**src/rtl/mwram_pkg.sv**
```systemverilog
package mwram_pkg;

  localparam int PLAIN_BITS  = 4096;
  localparam int PARITY_BITS = 4608;

  function automatic bit mw_is_plain(input int w);
    return (w == 1) || (w == 2) || (w == 4) || (w == 8) || (w == 16) || (w == 32);
  endfunction

  function automatic bit mw_is_parity(input int w);
    return (w == 9) || (w == 18) || (w == 36);
  endfunction

  function automatic int mw_capacity(input int w);
    return mw_is_parity(w) ? PARITY_BITS : PLAIN_BITS;
  endfunction

  function automatic int mw_depth(input int w);
    return (w > 0) ? mw_capacity(w) / w : 1;
  endfunction

  // Legal shape pairing for the selected mode.
  function automatic bit mw_legal(input int wa, input int wb, input bit dual);
    bit same_family;
    same_family = (mw_is_plain(wa) && mw_is_plain(wb)) ||
                  (mw_is_parity(wa) && mw_is_parity(wb));
    if (dual && (wa == 32 || wa == 36 || wb == 32 || wb == 36)) return 1'b0;
    return same_family;
  endfunction

endpackage

```
**src/rtl/mwram_cfg_check.sv**
```systemverilog
module mwram_cfg_check #(
  parameter int  A_WIDTH    = 8,
  parameter int  B_WIDTH    = 32,
  parameter bit  DUAL_WRITE = 1'b0
);
  import mwram_pkg::*;

  localparam bit CFG_OK = mw_legal(A_WIDTH, B_WIDTH, DUAL_WRITE);

  generate
    if (!CFG_OK) begin : g_reject
      $error("mwram: width pairing %0d/%0d not supported in mode %0d",
             A_WIDTH, B_WIDTH, DUAL_WRITE);
    end
  endgenerate
endmodule

```
**src/rtl/mwram_lane_map.sv**
```systemverilog
module mwram_lane_map #(
  parameter int AW    = 9,
  parameter int RATIO = 1,
  parameter int UIW   = 9
) (
  input  logic [AW-1:0]  addr,
  output logic [UIW-1:0] base
);
  localparam int SHIFT = $clog2(RATIO);

  generate
    if (SHIFT == 0) begin : g_direct
      assign base = UIW'(addr);
    end else begin : g_scaled
      assign base = {addr, {SHIFT{1'b0}}};
    end
  endgenerate
endmodule

```
**src/rtl/mwram_core.sv**
```systemverilog
module mwram_core #(
  parameter int A_WIDTH    = 8,
  parameter int B_WIDTH    = 32,
  parameter bit DUAL_WRITE = 1'b0,
  parameter int A_AW       = 9,
  parameter int B_AW       = 7
) (
  input  logic               clk,
  input  logic               rst,
  input  logic               a_we,
  input  logic [A_AW-1:0]    a_addr,
  input  logic [A_WIDTH-1:0] a_wdata,
  output logic [A_WIDTH-1:0] a_rdata,
  input  logic               b_we,
  input  logic [B_AW-1:0]    b_addr,
  input  logic [B_WIDTH-1:0] b_wdata,
  output logic [B_WIDTH-1:0] b_rdata
);
  import mwram_pkg::*;

  localparam int UNIT  = (A_WIDTH < B_WIDTH) ? A_WIDTH : B_WIDTH;
  localparam int UNITS = mw_capacity(UNIT) / UNIT;
  localparam int UIW   = $clog2(UNITS);
  localparam int RA    = A_WIDTH / UNIT;
  localparam int RB    = B_WIDTH / UNIT;

  logic [UNIT-1:0] store [UNITS];
  logic [UIW-1:0]  a_base;
  logic [UIW-1:0]  b_base;
  logic            b_wr;

  assign b_wr = DUAL_WRITE && b_we;

  mwram_lane_map #(.AW(A_AW), .RATIO(RA), .UIW(UIW)) u_map_a (
    .addr(a_addr), .base(a_base)
  );
  mwram_lane_map #(.AW(B_AW), .RATIO(RB), .UIW(UIW)) u_map_b (
    .addr(b_addr), .base(b_base)
  );

  // Writes: each port spreads its word over RATIO consecutive units.
  always_ff @(posedge clk) begin
    if (a_we) begin
      for (int i = 0; i < RA; i++) begin
        store[a_base + UIW'(i)] <= a_wdata[i*UNIT +: UNIT];
      end
    end
    if (b_wr) begin
      for (int i = 0; i < RB; i++) begin
        store[b_base + UIW'(i)] <= b_wdata[i*UNIT +: UNIT];
      end
    end
  end

  // Port B registered read, old data on collision.
  always_ff @(posedge clk) begin
    if (rst) begin
      b_rdata <= '0;
    end else begin
      for (int i = 0; i < RB; i++) begin
        b_rdata[i*UNIT +: UNIT] <= store[b_base + UIW'(i)];
      end
    end
  end

  generate
    if (DUAL_WRITE) begin : g_a_read
      always_ff @(posedge clk) begin
        if (rst) begin
          a_rdata <= '0;
        end else begin
          for (int i = 0; i < RA; i++) begin
            a_rdata[i*UNIT +: UNIT] <= store[a_base + UIW'(i)];
          end
        end
      end
    end else begin : g_a_quiet
      assign a_rdata = '0;
    end
  endgenerate
endmodule

```
**src/rtl/mwram.sv**
```systemverilog
module mwram #(
  parameter int A_WIDTH    = 8,
  parameter int B_WIDTH    = 32,
  parameter bit DUAL_WRITE = 1'b0,
  localparam int A_AW = $clog2(mwram_pkg::mw_depth(A_WIDTH)),
  localparam int B_AW = $clog2(mwram_pkg::mw_depth(B_WIDTH))
) (
  input  logic               clk,
  input  logic               rst,
  input  logic               a_we,
  input  logic [A_AW-1:0]    a_addr,
  input  logic [A_WIDTH-1:0] a_wdata,
  output logic [A_WIDTH-1:0] a_rdata,
  input  logic               b_we,
  input  logic [B_AW-1:0]    b_addr,
  input  logic [B_WIDTH-1:0] b_wdata,
  output logic [B_WIDTH-1:0] b_rdata
);

  mwram_cfg_check #(
    .A_WIDTH(A_WIDTH), .B_WIDTH(B_WIDTH), .DUAL_WRITE(DUAL_WRITE)
  ) u_cfg ();

  mwram_core #(
    .A_WIDTH(A_WIDTH), .B_WIDTH(B_WIDTH), .DUAL_WRITE(DUAL_WRITE),
    .A_AW(A_AW), .B_AW(B_AW)
  ) u_core (
    .clk(clk), .rst(rst),
    .a_we(a_we), .a_addr(a_addr), .a_wdata(a_wdata), .a_rdata(a_rdata),
    .b_we(b_we), .b_addr(b_addr), .b_wdata(b_wdata), .b_rdata(b_rdata)
  );
endmodule

```
**config.mk**
```make
export PLATFORM = sky130hd
export DESIGN_NAME = mwram
export DESIGN_NICKNAME = d
export VERILOG_FILES = /design/src/rtl/mwram_pkg.sv /design/src/rtl/mwram_cfg_check.sv /design/src/rtl/mwram_lane_map.sv /design/src/rtl/mwram_core.sv /design/src/rtl/mwram.sv
export SDC_FILE = /design/constraint.sdc
export NUM_CORES = 2
export LEC_CHECK = 0
export BUFFER_PORTS_ARGS = -buffer_cell sky130_fd_sc_hd__buf_2
export CAP_MARGIN = 30
export CORE_AREA = 2 2 737 739
export CTS_CLUSTER_DIAMETER = 100
export CTS_CLUSTER_SIZE = 8
export DETAILED_ROUTE_END_ITERATION = 16
export DIE_AREA = 0 0 739 741
export SKIP_LAST_GASP = 1
export SLEW_MARGIN = 0
export SYNTH_ARGS = -nofsm -noshare
export SYNTH_HDL_FRONTEND = slang
export SYNTH_SLANG_ARGS = --single-unit
```
**constraint.sdc**
```tcl
create_clock -name clk -period 3.2 [get_ports clk]
set_input_delay 0.64 -clock clk [delete_from_list [all_inputs] [get_ports clk]]
set_output_delay 0.64 -clock clk [all_outputs]
set_load 0.005 [all_outputs]
```
[Yosys cells after proc, flatten, opt, wreduce, memory -nomap -nowiden]
Memories as Yosys holds them, arrays and structs flattened. A register that Yosys moved wholly into a read port is not among the register bits.
Cells that the tools add are included.
W data, S select, Z words.
Operators by class
  add/subtract/negate cells: 3
  reduce and logical (&&, ||, !) cells: 0
  $lt $le $gt $ge: 0
  equality and inequality tests: 0
  div/mod/pow operators: 0
  multiply operators: 0
  shift operators: 0
  mux-type cells: 2
  bitwise logic cells: 0
Operators by type and width (number)
  $add A9 B2 Y9 const B: 2
  $add A9 B1 Y9 const B: 1
  $mux W1: 2
Storage, ports and cells
  bits of input ports: 60
  logic and storage cells: 6
  memory bits (read-only): 0
  bits in latches: 0
  memories: 1
  register bits after elaboration: 0
  bits in writable memories: 4096
  output and inout bits: 40
Memories
  u_core.store: words 512, width 8, read ports 4, clocked after Yosys merged registers in 4, write ports 1, RTL line mwram_core.sv:27  | logic [UNIT-1:0] store [UNITS];

[Depth between registers and ports, before layout]
  depth in word-level cells: 2
  depth in mapped cells: 12
  depth with buffers taken out: 6

[By module]
A second synthesis with hierarchy kept.
Unflattened totals
  cells, all modules: 15053
  area, all modules: 261209.3 um^2
Modules (own cells, without submodules)
  mwram_core: times used 1, cells an instance 15034, sequential area each 123638.6 um^2, area each 261070.4 um^2
  mwram_lane_map (u_core.u_map_b): times used 1, cells an instance 10, sequential area each 0.0 um^2, area each 71.3 um^2
  mwram_lane_map (u_core.u_map_a): times used 1, cells an instance 9, sequential area each 0.0 um^2, area each 67.6 um^2

[Worst setup path before layout]
OpenSTA, ideal clock, no wires.
  kind: input port to flip-flop
  start: in b_addr[1]
  end: reg u_core.b_rdata[10], read port of u_core.store
  buffers on the path: 3
  data required time: 3.068 ns
  arrival time: 2.287 ns
  stages: 8
  slack: 0.780 ns
  library setup time: 0.132 ns
  cell sequence: buf_2 buf_2 buf_1 mux4_2 a211oi_1 nor3_1 nor4_1 a31oi_1
Between the ends
  cells in the longest elaborated chain, start to end: 1
RTL lines
  start: declaration: RTL line mwram.sv:15  | input logic [B_AW-1:0] b_addr,
  $add A9 B1 Y9
  end: declaration: RTL line mwram_core.sv:17  | output logic [B_WIDTH-1:0] b_rdata
No other way between the ends.

==> reports/results.ini <==
[status]
status = complete, no violations

[pwr]
switchingPower_mw = 25.5
power.share.clock_pct = 45.7
peakVddDrop_v = 0.000528
power_frac_comb_pct = 4.9
pwr-share-seq_pct = 49.5
p_per_area_nw_per_um2 = 626
p_total_mw = 121
p_sw_share_pct = 21.1
p_int_mw = 95.4
power_leakage_nw = 64.5

[yosys]
ys_types = 43
synth-edff-count = 4096
synth_seq_cells = 4128
synth_warnings = 0
synth_flop_cell = edfxtp_1
seq_area_frac_synth_pct = 76.6
synthArstFlopShare_pct = 0
syn_inst = 8619
syn-mean-instance-area_um2 = 18.7
synth_area_um2 = 161000

[route]
dr_total_vias = 84900
drc = 0
vias_per_cell = 4.97
wire_per_inst_um = 24.7
drt_iter0_drc = 8954
antenna_left = 0
drt-total-wl_mm = 422
dr.pass1.iters = 6

[critical_path]
worstSetupPathType = reg -> reg
cp_slowest_stage_delay_ns = 0.81
crit_arrival_ns = 3.68
crit_path_max_fanout = 1
crit_chain = mux4_2 -> nor2b_1 -> a211oi_1 -> buf_4 -> nor3_1 -> nor4_2 -> a31oi_1
worst-r2r-setup-slack_ns = 0.39
end_kind = register
crit_required_ns = 4.07
cp-start-kind = register
cp_slowest_cell = nor4_2

[finish]
fin_nets = 9747
area_delta_synth_final_pct = 19.7
stdcell_count = 17100
layout-drive-gt1-share_pct = 22.7

[grt]
antenna_found_initial = 24
overflow = 0
grt_first_pass_wirelength_mm = 607
grt.total_usage_pct = 14.9
grt_max_degree = 125
first_global_vias = 87900

[timing]
maxSlewHeadroom_pct = 33.5
final_hold_viol_count = 0
fin_hold_ws_ns = 0.0733
finalCritPeriodShare_pct = 87.7
max_slew.worst_pin.slew_ns = 0.989
rsz0062_at_grt = false
fmax_ghz = 0.356
slew_violations = 0
fin_crit_ns = 2.81
clock-skew-final_ns = 0.0326
setup_viol = 0

[cts]
cts.sinks = 4128
clock-root-buffer = clkbuf_16
cts_buffer_depth = 4
cts_setup_buffers = 0
cts_tree = built
worstSkewPairLatency_ns = 1.03
clkTransAtPathRegs_ns = 0.05
cts-htree-levels = 6
numCtsBuffers = 586
cts_resized = 0
hold_buffers = 0

[die]
core_um2 = 540000
die_area_um2 = 548000
dieHeight_um = 741
rows = 270
die_w_um = 739
initial_core_util_pct = 29.9
io_pins = 100

[worst_hold_path]
hp-class = in -> reg

[placement]
hpwl_mm = 267
io_buffer_count = 58
post-place-cells = 16300
gp_congestion = 0.827

[run]
cap_violations = 0

-- registers in the layout, indices dropped and copies added, names as in the netlist --
signal / cells
u_core.store: 4096
u_core.b_rdata: 32
-- cells by family after synthesis --
family / count (synthesis) / share of synthesized area (%)
compound gates: 1032 / 4.41
mux: 1682 / 13.9
simple gates: 1209 / 3.10
other cells: 1 / 0.00232
buf+inv: 567 / 2.01
flops: 4128 / 76.6
-- synthesized netlist by cell type, drive strengths merged (41+ instances only) --
library cell	number	share of area (%)
a211oi	128	0.60
a21oi	184	0.57
a22oi	464	2.2
buf	280	1.3
clkbuf	286	0.67
edfxtp	4096	76
mux2	90	0.63
mux2i	1160	7.2
mux4	432	6.0
nand2	342	0.80
nand3	51	0.16
nor2	629	1.5
nor2b	41	0.16
nor3	66	0.20
o22ai	124	0.48
-- metrics by stage --
step / TNS, ns / cell area, µm² / util [%] / setup WS, ns
floorplan: 0 / 161000 / - / 0.780
global placement: -5.48 / 177000 / 32.8 / -0.526
detailed placement: -4.95 / 177000 / 32.8 / -0.377
CTS: 0 / 193000 / 35.8 / 0.388
global route: 0 / 193000 / 35.8 / 0.428
finish: 0 / 193000 / 35.8 / 0.392
-- metal layers --
layer  vias up  part of all wire [%]  track usage [%]
met5         -                 0.014                0
met4         8                   3.2             4.71
met3       627                   6.5             2.37
met2      3186                    49             25.1
met1     44300                    41             19.6
li1      36800                     -                -
-- cells in the final DEF, fill, tap and decap left out, drive strengths merged, types with 27 or more instances in the layout --
| cell type | Yosys | layout |
|---|---|---|
| o21ai | 32 | 32 |
| a31oi | 27 | 27 |
| mux4 | 432 | 432 |
| a21oi | 184 | 184 |
| nand3 | 51 | 51 |
| a221oi | 30 | 30 |
| a211oi | 128 | 128 |
| clkbuf | 286 | 710 |
| o221ai | 32 | 32 |
| mux2 | 90 | 90 |
| dfxtp | 32 | 32 |
| mux2i | 1160 | 1160 |
| edfxtp | 4096 | 4096 |
| nor2b | 41 | 41 |
| nor3 | 66 | 66 |
| and2 | 36 | 36 |
| nand2 | 342 | 342 |
| o22ai | 124 | 124 |
| nor2 | 629 | 629 |
| a22oi | 464 | 464 |
| buf | 280 | 1038 |
-- power by group through the flow --
stage,Combinational (mW),Sequential [mW],Clock [mW]
after detailed placement,5.93,60.8,0
after global placement,5.82,60.8,0
after floorplan,2.87,60.7,0
after global routing,6.22,59.7,58.4
after CTS,5.95,59.8,56.1
final,5.90,59.8,55.2
-- path summary, 6_finish.rpt --
kind	from	endpoint	depth (start not counted)
setup / recovery	u_core.store[203][2]	u_core.b_rdata[26]	7
hold / removal	a_wdata[0]	u_core.store[440][0]	1
setup reg to reg	u_core.store[203][2]	u_core.b_rdata[26]	7
hold reg to reg	u_core.store[117][4]	u_core.b_rdata[12]	4
-- critical path: cells and delay by family, from the launching register on --
kind,cells,cell delay (ns)
AOI/OAI and AO/OA,2,0.60
buffers and inverters,1,0.20
DFF,1,0.36
muxes,1,0.45
and+or+nand+nor,3,1.04
-- layout make-up --
type                       instances  area, µm²
timing repair buffer            1039       9710
clock inverter                    44        701
tap                             7208       9020
inverter                           1       11.3
clock buffer                     709      15400
multi-input combinational       3931      34600
antenna                            8       20.0
sequential                      4128     124000
fill                           49500     346000
(Power assumes the default switching activity.)
